## config.mk

```make
export PLATFORM = sky130hd
export DESIGN_NAME = chan_addr_xlate
export DESIGN_NICKNAME = d
export VERILOG_FILES = /design/src/rtl/xl_pkg.sv /design/src/rtl/xl_arb_ctrl.sv /design/src/rtl/xl_xlate_dpath.sv /design/src/rtl/chan_addr_xlate.sv
export SDC_FILE = /design/constraint.sdc
export NUM_CORES = 1
export LEC_CHECK = 0
export BUFFER_PORTS_ARGS = -buffer_cell sky130_fd_sc_hd__buf_4
export CORE_ASPECT_RATIO = 0.7
export CORE_MARGIN = 1
export CORE_UTILIZATION = 42
export CTS_CLUSTER_DIAMETER = 200
export DETAILED_ROUTE_END_ITERATION = 10
export GPL_ROUTABILITY_DRIVEN = 0
export GPL_TIMING_DRIVEN = 1
export PLACE_DENSITY = 0.73
export SYNTH_ARGS = -nofsm -noshare
export SYNTH_HDL_FRONTEND = slang
export SYNTH_SLANG_ARGS = --single-unit
```

## constraint.sdc

```tcl
create_clock -name clk -period 1.6 [get_ports clk]
set_input_delay 0.48 -clock clk [delete_from_list [all_inputs] [get_ports clk]]
set_output_delay 0.48 -clock clk [all_outputs]
set_load 0.005 [all_outputs]
```

## src/rtl/xl_pkg.sv

```systemverilog
package xl_pkg;
  localparam int NUM_CH     = 3;
  localparam int CH_MC      = 0;
  localparam int CH_DB      = 1;
  localparam int CH_MV      = 2;
  localparam int COL_W      = 8;
  localparam int BANK_W     = 2;
  localparam int ROW_W      = 12;
  localparam int MV_W       = 16;
  localparam int PIX_W      = 19;
  localparam int FRM_W      = 2;
  localparam int STARVE_LIM = 8;

  // Strobes from arbitration control to the translation datapath
  typedef struct packed {
    logic              load;
    logic [NUM_CH-1:0] sel;
  } xlStrobe_t;
endpackage

```

## src/rtl/xl_arb_ctrl.sv

```systemverilog
module xl_arb_ctrl
  import xl_pkg::*;
#(
  parameter int LIMIT = STARVE_LIM
) (
  input  logic              clk,
  input  logic              rstN,
  input  logic [NUM_CH-1:0] reqValid,
  input  logic              outReady,
  output xlStrobe_t         strobes,
  output logic [NUM_CH-1:0] ack,
  output logic              outValid
);
  localparam int CNT_W = $clog2(LIMIT + 1);

  logic [CNT_W-1:0]  lossCnt [NUM_CH];
  logic [NUM_CH-1:0] starved;
  logic [NUM_CH-1:0] winSel;
  logic              outValidReg;
  logic              loadNow;

  generate
    for (genvar g = 0; g < NUM_CH; g++) begin : g_starve
      assign starved[g] = reqValid[g] && (lossCnt[g] >= CNT_W'(LIMIT));
    end
  endgenerate

  always_comb begin
    logic found;
    found  = 1'b0;
    winSel = '0;
    for (int i = NUM_CH - 1; i >= 0; i--) begin
      if (!found && starved[i]) begin
        winSel[i] = 1'b1;
        found     = 1'b1;
      end
    end
    for (int i = 0; i < NUM_CH; i++) begin
      if (!found && reqValid[i]) begin
        winSel[i] = 1'b1;
        found     = 1'b1;
      end
    end
  end

  assign loadNow     = (|reqValid) && (!outValidReg || outReady);
  assign strobes.load = loadNow;
  assign strobes.sel  = winSel;
  assign ack          = loadNow ? winSel : '0;
  assign outValid     = outValidReg;

  always_ff @(posedge clk or negedge rstN) begin
    if (!rstN) begin
      outValidReg <= 1'b0;
    end else if (loadNow) begin
      outValidReg <= 1'b1;
    end else if (outReady) begin
      outValidReg <= 1'b0;
    end
  end

  generate
    for (genvar g = 0; g < NUM_CH; g++) begin : g_loss
      always_ff @(posedge clk or negedge rstN) begin
        if (!rstN) begin
          lossCnt[g] <= '0;
        end else if (!reqValid[g]) begin
          lossCnt[g] <= '0;
        end else if (loadNow) begin
          if (winSel[g]) begin
            lossCnt[g] <= '0;
          end else if (lossCnt[g] < CNT_W'(LIMIT)) begin
            lossCnt[g] <= lossCnt[g] + 1'b1;
          end
        end
      end


      loss_bound_chk: assert property (@(posedge clk) disable iff (!rstN)
        lossCnt[g] <= CNT_W'(LIMIT));


      ack_needs_req_chk: assert property (@(posedge clk) disable iff (!rstN)
        ack[g] |-> reqValid[g]);
    end
  endgenerate


  ack_onehot_chk: assert property (@(posedge clk) disable iff (!rstN)
    $onehot0(ack));


  stall_no_ack_chk: assert property (@(posedge clk) disable iff (!rstN)
    (outValid && !outReady) |-> (ack == '0));


  accept_sets_valid_chk: assert property (@(posedge clk) disable iff (!rstN)
    (|ack) |=> outValid);


  mc_first_chk: assert property (@(posedge clk) disable iff (!rstN)
    (reqValid[CH_MC] && loadNow && !starved[CH_DB] && !starved[CH_MV]) |-> ack[CH_MC]);
endmodule

```

## src/rtl/xl_xlate_dpath.sv

```systemverilog
module xl_xlate_dpath
  import xl_pkg::*;
#(
  parameter int C_W = COL_W,
  parameter int B_W = BANK_W,
  parameter int R_W = ROW_W,
  parameter int M_W = MV_W,
  parameter int P_W = PIX_W,
  parameter int F_W = FRM_W
) (
  input  logic                     clk,
  input  logic                     rstN,
  input  xlStrobe_t                strobes,
  input  logic [P_W-1:0]           mcAddr,
  input  logic [F_W-1:0]           mcFrame,
  input  logic [P_W-1:0]           dbAddr,
  input  logic [F_W-1:0]           dbFrame,
  input  logic [M_W-1:0]           mvAddr,
  output logic [R_W+B_W+C_W:0]     outWord
);
  localparam int LIN_W  = R_W + B_W + C_W;
  localparam int WORD_W = LIN_W + 1;

  logic [LIN_W-1:0]  linMc;
  logic [LIN_W-1:0]  linDb;
  logic [LIN_W-1:0]  linMv;
  logic [LIN_W-1:0]  linSel;
  logic              wrSel;
  logic [WORD_W-1:0] nextWord;
  logic [WORD_W-1:0] wordReg;

  function automatic logic [LIN_W-1:0] pixLinear(input logic [F_W-1:0] frm,
                                                 input logic [P_W-1:0] adr);
    logic [LIN_W-1:0] partBase;
    partBase  = '0;
    partBase[M_W] = 1'b1;
    return partBase + LIN_W'({frm, adr});
  endfunction

  assign linMc = pixLinear(mcFrame, mcAddr);
  assign linDb = pixLinear(dbFrame, dbAddr);
  assign linMv = LIN_W'(mvAddr);

  always_comb begin
    linSel = linMv;
    wrSel  = 1'b0;
    if (strobes.sel[CH_MC]) begin
      linSel = linMc;
    end else if (strobes.sel[CH_DB]) begin
      linSel = linDb;
      wrSel  = 1'b1;
    end
  end

  assign nextWord = {wrSel,
                     linSel[C_W+B_W +: R_W],
                     linSel[C_W +: B_W],
                     linSel[C_W-1:0]};

  always_ff @(posedge clk or negedge rstN) begin
    if (!rstN) begin
      wordReg <= '0;
    end else if (strobes.load) begin
      wordReg <= nextWord;
    end
  end

  assign outWord = wordReg;


  mv_partition_chk: assert property (@(posedge clk) disable iff (!rstN)
    (strobes.load && strobes.sel[CH_MV]) |=> (outWord[LIN_W-1:0] < (LIN_W+1)'(1 << M_W)));


  pix_partition_chk: assert property (@(posedge clk) disable iff (!rstN)
    (strobes.load && !strobes.sel[CH_MV]) |=> (outWord[LIN_W-1:0] >= (LIN_W+1)'(1 << M_W)));


  write_flag_chk: assert property (@(posedge clk) disable iff (!rstN)
    strobes.load |=> (outWord[LIN_W] == $past(strobes.sel[CH_DB])));
endmodule

```

## src/rtl/chan_addr_xlate.sv

```systemverilog
module chan_addr_xlate
  import xl_pkg::*;
(
  input  logic                         clk,
  input  logic                         rstN,
  input  logic                         mcValid,
  input  logic [PIX_W-1:0]             mcAddr,
  input  logic [FRM_W-1:0]             mcFrame,
  output logic                         mcAck,
  input  logic                         dbValid,
  input  logic [PIX_W-1:0]             dbAddr,
  input  logic [FRM_W-1:0]             dbFrame,
  output logic                         dbAck,
  input  logic                         mvValid,
  input  logic [MV_W-1:0]              mvAddr,
  output logic                         mvAck,
  output logic                         outValid,
  input  logic                         outReady,
  output logic [ROW_W+BANK_W+COL_W:0]  outWord
);
  xlStrobe_t         strobes;
  logic [NUM_CH-1:0] reqValid;
  logic [NUM_CH-1:0] ackVec;

  assign reqValid = {mvValid, dbValid, mcValid};
  assign mcAck    = ackVec[CH_MC];
  assign dbAck    = ackVec[CH_DB];
  assign mvAck    = ackVec[CH_MV];

  xl_arb_ctrl #(.LIMIT(STARVE_LIM)) ctrl_i (
    .clk      (clk),
    .rstN     (rstN),
    .reqValid (reqValid),
    .outReady (outReady),
    .strobes  (strobes),
    .ack      (ackVec),
    .outValid (outValid)
  );

  xl_xlate_dpath #(
    .C_W (COL_W),
    .B_W (BANK_W),
    .R_W (ROW_W),
    .M_W (MV_W),
    .P_W (PIX_W),
    .F_W (FRM_W)
  ) dpath_i (
    .clk     (clk),
    .rstN    (rstN),
    .strobes (strobes),
    .mcAddr  (mcAddr),
    .mcFrame (mcFrame),
    .dbAddr  (dbAddr),
    .dbFrame (dbFrame),
    .mvAddr  (mvAddr),
    .outWord (outWord)
  );


  stall_hold_chk: assert property (@(posedge clk) disable iff (!rstN)
    (outValid && !outReady) |=> (outValid && $stable(outWord)));
endmodule

```

* After elaboration in Yosys (flattened, before gate mapping) *
Index checks and enable logic that the tools add are counted.

operators by class
  reduce and logical (&&, ||, !) cells = 21
  add/subtract/negate cells = 5
  order comparisons = 6
  eq/ne operators = 6
  multiplexer cells = 29

operators by type and width
  operator                  number
  $mux W4                   12
  $add A17 B21 Y22 const A  2
  $mux W22                  2
  $mux W1                   14
  $add A4 B1 Y4 const B     3
  $ge A4 B4 Y1 const B      3
  $lt A4 B4 Y1 const B      3
  $logic_and A1 B1 Y1       9
  $ne A3 B1 Y1 const B      3
  $logic_not A1 Y1          6
  $ne A2 B1 Y1 const B      3
  $reduce_and A2 Y1         3
  $mux W3                   1
  $reduce_or A3 Y1          1
  $reduce_bool A2 Y1        1
  $logic_or A1 B1 Y1        1

storage, ports and cells
  flip-flop bits (word level) = 36
  output and inout bits = 27

* Longest topological paths before layout *
Gate-level depths: netlist of the first run.

  word-level depth = 21
  mapped depth = 7

* Modules after synthesis *
From an unflattened synthesis of the first run, not the netlist that was laid out.

unflattened totals
  cells, all modules = 202
  area total of the unflattened synthesis = 2038.2 um^2

modules (own cells, without submodules)
  module          area each (um^2)  seq. area each (um^2)  cells an instance  times used
  xl_xlate_dpath  1463.9            575.6                  143                1
  xl_arb_ctrl     574.3             225.2                  59                 1

* Least setup slack after synthesis of the first run *
Ideal clock, no wire load.

  kind = in2out
  start = input port mcValid
  end = output port mcAck
  setup slack = -0.065 ns
  required time = 1.120 ns
  cell stages on the path = 5
  arrival = 1.185 ns
  cells stage by stage = a21bo_1 buf_6 nand2b_4 buf_6 nor2_1

on the way
  longest elaborated chain between the ends = 7

RTL lines
  item                 line                  text
  start: declaration   chan_addr_xlate.sv:6  input logic mcValid,
  $logic_and A1 B1 Y1  xl_arb_ctrl.sv:24     assign starved[g] = reqValid[g] && (lossCnt[g] >= CNT_W'(LIMIT));
  $logic_and A1 B1 Y1  xl_arb_ctrl.sv:33     if (!found && starved[i]) begin
  $mux W1              xl_arb_ctrl.sv:33
  $logic_not A1 Y1     xl_arb_ctrl.sv:39     if (!found && reqValid[i]) begin
  $logic_and A1 B1 Y1  xl_arb_ctrl.sv:39
  $mux W1              xl_arb_ctrl.sv:39
  $mux W3 *            xl_arb_ctrl.sv:49     assign ack = loadNow ? winSel : '0;
  end: declaration     chan_addr_xlate.sv:9  output logic mcAck,

Mark *: on every way between the ends. The rest lies on a longest branch, timed or not.

* Worst setup path after layout of the first run *
  start = register ctrl_i.lossCnt[7] in the netlist's numbering
  end = output port dbAck

on the way
  longest elaborated chain between the ends = 14

RTL lines
  item                              line                   text
  start: declaration                xl_arb_ctrl.sv:16      logic [CNT_W-1:0] lossCnt [NUM_CH];
  start signal: indexed assignment  xl_arb_ctrl.sv:73      lossCnt[g] <= lossCnt[g] + 1'b1;
  $ge A4 B4 Y1 *                    xl_arb_ctrl.sv:24
  $logic_and A1 B1 Y1 *             xl_arb_ctrl.sv:24
  $logic_and A1 B1 Y1 *             xl_arb_ctrl.sv:33
  $mux W1                           xl_arb_ctrl.sv:33
  $logic_not A1 Y1                  xl_arb_ctrl.sv:33
  $logic_and A1 B1 Y1               xl_arb_ctrl.sv:33
  $mux W1                           xl_arb_ctrl.sv:33
  $logic_not A1 Y1                  xl_arb_ctrl.sv:39
  $logic_and A1 B1 Y1               xl_arb_ctrl.sv:39
  $mux W1                           xl_arb_ctrl.sv:39
  $logic_not A1 Y1                  xl_arb_ctrl.sv:39
  $logic_and A1 B1 Y1               xl_arb_ctrl.sv:39
  $mux W1 *                         xl_arb_ctrl.sv:39
  $mux W3 *                         xl_arb_ctrl.sv:49
  end: declaration                  chan_addr_xlate.sv:13  output logic dbAck,

Marked as above.

==> results of run 1 <==
## metal layers
| metal | up-vias | global-route usage | part of all wire |
|---|---|---|---|
| met5 | - | 0 | 0 |
| met4 | 0 | 0.0468 | 0.0028 |
| met3 | 2 | 0.0603 | 0.068 |
| met2 | 69 | 0.370 | 0.44 |
| met1 | 903 | 0.318 | 0.48 |
| li1 | 1000 | - | - |
## cells by family after synthesis
kind of cell | synth area share
simple gates | 0.205
compound gates | 0.269
flops | 0.413
buf+inv | 0.0548
xor+xnor | 0.0271
fa+ha+maj | 0.0258
mux | 0.00516
## registers in the layout (all words and copies together), names as in the netlist
| name | count |
|---|---|
| dpath_i.outWord | 23 |
| ctrl_i.lossCnt | 8 |
| ctrl_i.outValid | 1 |
## cells in the mapped netlist, types with 4 or more instances
library cell | instances | area [um2]
dfrtp_1 | 32 | 801
nand2_1 | 40 | 150
nor2b_1 | 4 | 25.0
nor3_1 | 4 | 20.0
nand3_1 | 8 | 40.0
buf_2 | 10 | 50.1
o31ai_2 | 10 | 125
nor2_1 | 21 | 78.8
o31ai_1 | 7 | 52.6
o21ai_0 | 4 | 20.0
ha_1 | 4 | 50.1
a21oi_1 | 35 | 175
## layout by cell type (no fill, tap or decap), types with 3 or more instances in the layout
master      n
nor2_1     19
xor2_1      3
dfrtp_1    32
buf_4     114
xnor2_1     3
nand2_1    40
nand3_1     8
and3_1      3
a21oi_1    35
nor2b_1     4
ha_1        4
o31ai_1     6
o21ai_0     4
clkbuf_8    6
buf_6       3
o31ai_2    10
nor3_1      4
inv_1       3
## what timing repair did
item | CTS | global route
resized for setup | 3 | 2
pin swaps | 5 | 3
buffers inserted | 5 | 0
endpoints found under the setup margin | 3 | 7
## path summary, 6_finish.rpt
kind	start	to	slack, ns
min in group clk	dpath_i.outWord[7]$_DFFE_PN0P_	dpath_i.outWord[7]$_DFFE_PN0P_	0.48
max in group asynchronous	rstN	ctrl_i.lossCnt[1]$_DFFE_PN0P_	1.18
hold / removal	rstN	dpath_i.outWord[22]$_DFFE_PN0P_	0.13
setup / recovery	ctrl_i.lossCnt[7]$_DFFE_PN0P_	dbAck	-0.11
setup reg to reg	ctrl_i.lossCnt[7]$_DFFE_PN0P_	dpath_i.outWord[8]$_DFFE_PN0P_	0.11
hold reg to reg	dpath_i.outWord[7]$_DFFE_PN0P_	dpath_i.outWord[7]$_DFFE_PN0P_	0.48
## through the flow
step	util	cells	setup slack [ns]
global route	0.668	388	-0.188
finish	0.668	388	-0.109
detailed placement	0.634	375	-0.154
CTS	0.667	388	-0.113
global placement	0.634	375	-0.136
floorplan	-	224	-0.0154
## area by class of cell
cell class | instances | share of cell area
multi-input cells | 173 | 0.363
repair buffers | 117 | 0.304
flip-flops and latches | 32 | 0.274
clock buffers | 6 | 0.0282
well taps | 55 | 0.0235
inverters | 3 | 0.00385
clock inverters | 2 | 0.00342
## power by group through the flow
stage,combinational (mW),clock (mW),sequential [mW]
floorplan,0.268,0,0.970
global route,0.701,0.702,0.971
CTS,0.642,0.640,0.959
detailed placement,0.627,0,0.970
global placement,0.614,0,0.972
finish,0.639,0.630,0.959
==> out/results.txt, run 1 <==
Critical path type: flip-flop to output port
Clock transition at path regs: 0.07 ns
Fraction of layout cells with a size suffix above 1: 0.429
Initial core utilization: 0.443
Final Hold Viols: 0
Worst path required time: 1.12 ns
CTS tree: built
Total detailed-routing wirelength: 5290 um
Ant. Diodes: 0
Synthesized area per cell: 8.66 um2
CP delay by family, top: flip-flops
Skew-Pair Late Insertion Delay: 0.27 ns
RSZ-0062 raised after global routing: true
Critical-path cell list: or2b_1 -> nand3_2 -> nor2_2 -> buf_4
Sequential power share: 0.430
DP HPWL: 3980 um
Post-Route Skew: 0.00233 ns
Placed inst area: 2780 um2
Syn. warnings: 0
DIE AREA: 4900 um2
Sum Neg Setup Slack: -0.238 ns
Core area: 4380 um2
Site Rows: 20
Multi-input gate area: 1060 um2
IO buf count: 90
Post-synthesis sequential area ratio: 0.413
Post-layout min period: 1.71 ns
Register area: 801 um2
First-pass DRT Iterations: 5
PD cells: 761 nW/um2
Internal power: 1.61 mW
Tot GR Track Use: 0.230
Hold buffer count at CTS: 0
Cells after synthesis: 224
Synth unique cells: 40
1st-iter DRT viols: 105
Final setup violating endpoints: 3
Die height: 58.9 um
#FFs+latches synth: 32
Period utilization: 1.07
Status: finished with violations
Clk sinks: 32
Crit path depth: 4
CP Launch Type: flip-flop
Pleak: 1.44 nW
Rel. slew slack: 0.731
Minimum hold slack: 0.126 ns
Vias per inst: 5.09
Max cap viols: 0
H-tree depth: 2
Area Overhead vs Synth: 50.9%
Min-delay worst type: input port to asynchronous set/reset pin
Vias in the first global route: 1873
Switching power: 0.620 mW
Dominant synthesized flop cell: dfrtp_1
Overall power: 2.23 mW
Synthesized Nets: 292
Post-route design area: 2930 um2
Clk pwr share: 0.283
# IOs: 91
Violated checks: negative setup slack
FILL cells: 373
Root Buffer: clkbuf_8
CTS buffer count: 5
Comb power frac: 0.287
CP Max Fanout: 4
Worst vdd ir: 441 uV
CP max stage delay: 0.41 ns
Fin nets: 400
Number of enable flip-flop cells after synthesis: 0
Worst path arrival time: 1.23 ns
Async set-reset flop share out of synthesis: 1.00
Die W: 83.2 um
Antenna viol nets, final: 0
Syn Std Cell Area: 1940 um2
DR vias: 1974
Crit-path slowest cell: dfrtp_1
CP bufs+invs: 1
WL/cell: 13.6 um
GRT overflow: 0
Final worst setup slack: -0.109 ns
Initial antenna violation count: 0
Crit. End Element: output port
F_max: 0.585 GHz
First-pass GRT wire length: 8870 um
DRC violations left: 0
Slew Limit Fails: 0
Worst-Margin Slew: 0.404 ns
Largest net degree at the start of global routing: 33
Reg2Reg Depth: 6
Clock tree buffer depth: 2
Sw frac: 0.278
Note: power is estimated with default switching activity, not from simulation.
==> inputs of run 2 (changes only) <==
--- a/config.mk
+++ b/config.mk
@@ -8,12 +8,12 @@
 export BUFFER_PORTS_ARGS = -buffer_cell sky130_fd_sc_hd__buf_4
 export CORE_ASPECT_RATIO = 0.7
 export CORE_MARGIN = 1
-export CORE_UTILIZATION = 42
+export CORE_UTILIZATION = 45
 export CTS_CLUSTER_DIAMETER = 200
 export DETAILED_ROUTE_END_ITERATION = 10
 export GPL_ROUTABILITY_DRIVEN = 0
 export GPL_TIMING_DRIVEN = 1
-export PLACE_DENSITY = 0.73
+export PLACE_DENSITY = 0.75
 export SYNTH_ARGS = -nofsm -noshare
 export SYNTH_HDL_FRONTEND = slang
 export SYNTH_SLANG_ARGS = --single-unit
==> constraint.sdc (replaced) <==
create_clock -name clk -period 1.8 [get_ports clk]
set_input_delay 0.54 -clock clk [delete_from_list [all_inputs] [get_ports clk]]
set_output_delay 0.54 -clock clk [all_outputs]
set_load 0.005 [all_outputs]
==> out/results.txt, run 2 (synthesis gave the netlist of run 1 again) <==
Placed inst area: 2690 um2
Tot GR Track Use: 0.240
Status: completed
Multi-input gate area: 1070 um2
Site Rows: 19
WL/cell: 13.9 um
CP max stage delay: 0.40 ns
Core area: 4020 um2
Fin nets: 389
Clk pwr share: 0.323
# IOs: 91
Post-layout min period: 1.79 ns
Comb power frac: 0.269
RSZ-0062 raised after global routing: true
Initial core utilization: 0.483
IO buf count: 90
H-tree depth: 2
Die height: 56.9 um
Area Overhead vs Synth: 48.1%
Switching power: 0.553 mW
CP Launch Type: flip-flop
Min-delay worst type: input port to asynchronous set/reset pin
Antenna viol nets, final: 0
Final Hold Viols: 0
Placed cells: 362
FILL cells: 331
Total detailed-routing wirelength: 5200 um
Max cap viols: 0
PD cells: 724 nW/um2
Hold buffer count at CTS: 0
Period utilization: 0.993
Worst vdd ir: 447 uV
Final non-filler cell total: 374
Post-route design area: 2870 um2
Final worst setup slack: 0.0123 ns
Ant. Diodes: 0
CP Max Fanout: 4
1st-iter DRT viols: 121
Max reg flops: 23
CTS tree: built
First-pass GRT wire length: 8420 um
Met1 GRT Util: 0.353
Sw frac: 0.266
Fraction of layout cells with a size suffix above 1: 0.413
First-pass DRT Iterations: 5
DP HPWL: 3770 um
Worst path arrival time: 1.25 ns
Critical path type: flip-flop to output port
Worst-Margin Slew: 0.615 ns
Sequential power share: 0.409
DRC violations left: 0
Internal power: 1.53 mW
CTS buffer count: 5
Pleak: 1.40 nW
Met3 usage: 0.0439
Vias per inst: 5.30
Met2 GRT Util: 0.363
Clock transition at path regs: 0.06 ns
Root Buffer: clkbuf_8
Skew-Pair Late Insertion Delay: 0.28 ns
Slew Limit Fails: 0
Clock tree buffer depth: 2
F_max: 0.559 GHz
Largest net degree at the start of global routing: 33
Setup WS pre-CTS: -0.0395 ns
Crit-path slowest cell: dfrtp_1
Commonest non-fill, non-tap cell in the layout: buf_4
Vias in the first global route: 1845
Critical-path cell list: a21bo_1 -> nand2b_4 -> nor2_4 -> buf_6
Final setup violating endpoints: 0
Initial antenna violation count: 0
Crit. End Element: output port
DIE AREA: 4580 um2
GRT overflow: 0
Register area: 802 um2
Die W: 80.5 um
Clk sinks: 32
Post-Route Skew: 0.00423 ns
Busiest layer in global routing: met2
Most frequent cells in the layout: buf_4, nand2_1, a21oi_1
DR vias: 1982
Final core utilization: 0.715
Sum Neg Setup Slack: 0 ns
Worst path required time: 1.26 ns
Rel. slew slack: 0.590
run 2: cell types whose count changed in the layout (fill, tap and decap cells not counted):
cell	previous run	this run
buf_4	114	101
buf_6	3	5
bufinv_16	0	1
clkbuf_1	0	1
clkbuf_8	6	5
clkinv_2	2	1
dfrtp_1	32	31
dfrtp_2	0	1
nand2_1	40	39
nand2_2	0	1
nor2_2	1	0
nor2_4	1	2
run 2: repair_timing:
action / CTS / global route
setup endpoints to repair: 2 / 3
pin swaps: 3 / 2
resized for setup: 6 / 6
buffers inserted: 1 / 3
run 2: path summary, 6_finish.rpt:
kind                                                start  cells past startpoint                               to  slack, ns
min                                                  rstN                      1    ctrl_i.lossCnt[2]$_DFFE_PN0P_       0.18
max in group asynchronous                            rstN                      1    ctrl_i.lossCnt[3]$_DFFE_PN0P_       1.30
max reg2reg                 ctrl_i.lossCnt[7]$_DFFE_PN0P_                      6  dpath_i.outWord[21]$_DFFE_PN0P_       0.20
min reg2reg                dpath_i.outWord[3]$_DFFE_PN0P_                      2   dpath_i.outWord[3]$_DFFE_PN0P_       0.48
min in group clk           dpath_i.outWord[3]$_DFFE_PN0P_                      2   dpath_i.outWord[3]$_DFFE_PN0P_       0.48
max                         ctrl_i.lossCnt[7]$_DFFE_PN0P_                      4                            mcAck       0.01
run 2: final cells by class:
type / count / share of cell area
Multi-Input combinational cell: 173 / 0.373
Timing Repair Buffer: 106 / 0.284
Sequential cell: 32 / 0.279
Clock buffer: 6 / 0.0253
Tap cell: 52 / 0.0227
Clock inverter: 2 / 0.0122
Inverter: 3 / 0.00392
run 2: worst max-delay path, delay by kind of cell, from the launching register on:
| family | cells | cell delay (ns) |
|---|---|---|
| buf+inv | 1 | 0.10 |
| flops | 1 | 0.40 |
| compound gates | 1 | 0.20 |
| simple gates | 2 | 0.27 |
run 2: per-stage QoR:
stage          power [mW]  hold slack (ns)
6_report             2.08            0.181
2_1_floorplan        1.10            0.244
3_3_place_gp         1.40            0.464
4_1_cts              2.09            0.194
3_5_place_dp         1.41            0.467
5_1_grt              2.20            0.214
run 2: power groups by stage:
| stage | registers [mW] | logic [mW] | clock network (mW) |
|---|---|---|---|
| floorplan | 0.862 | 0.236 | 0 |
| global placement | 0.860 | 0.538 | 0 |
| detailed placement | 0.860 | 0.546 | 0 |
| CTS | 0.849 | 0.554 | 0.686 |
| global route | 0.861 | 0.616 | 0.721 |
| finish | 0.850 | 0.559 | 0.671 |
run 2: routing by layer:
metal,vias up,wire [um]
met5,-,0
met4,0,36
met3,4,437
met2,86,2200
met1,910,2530
li1,982,-
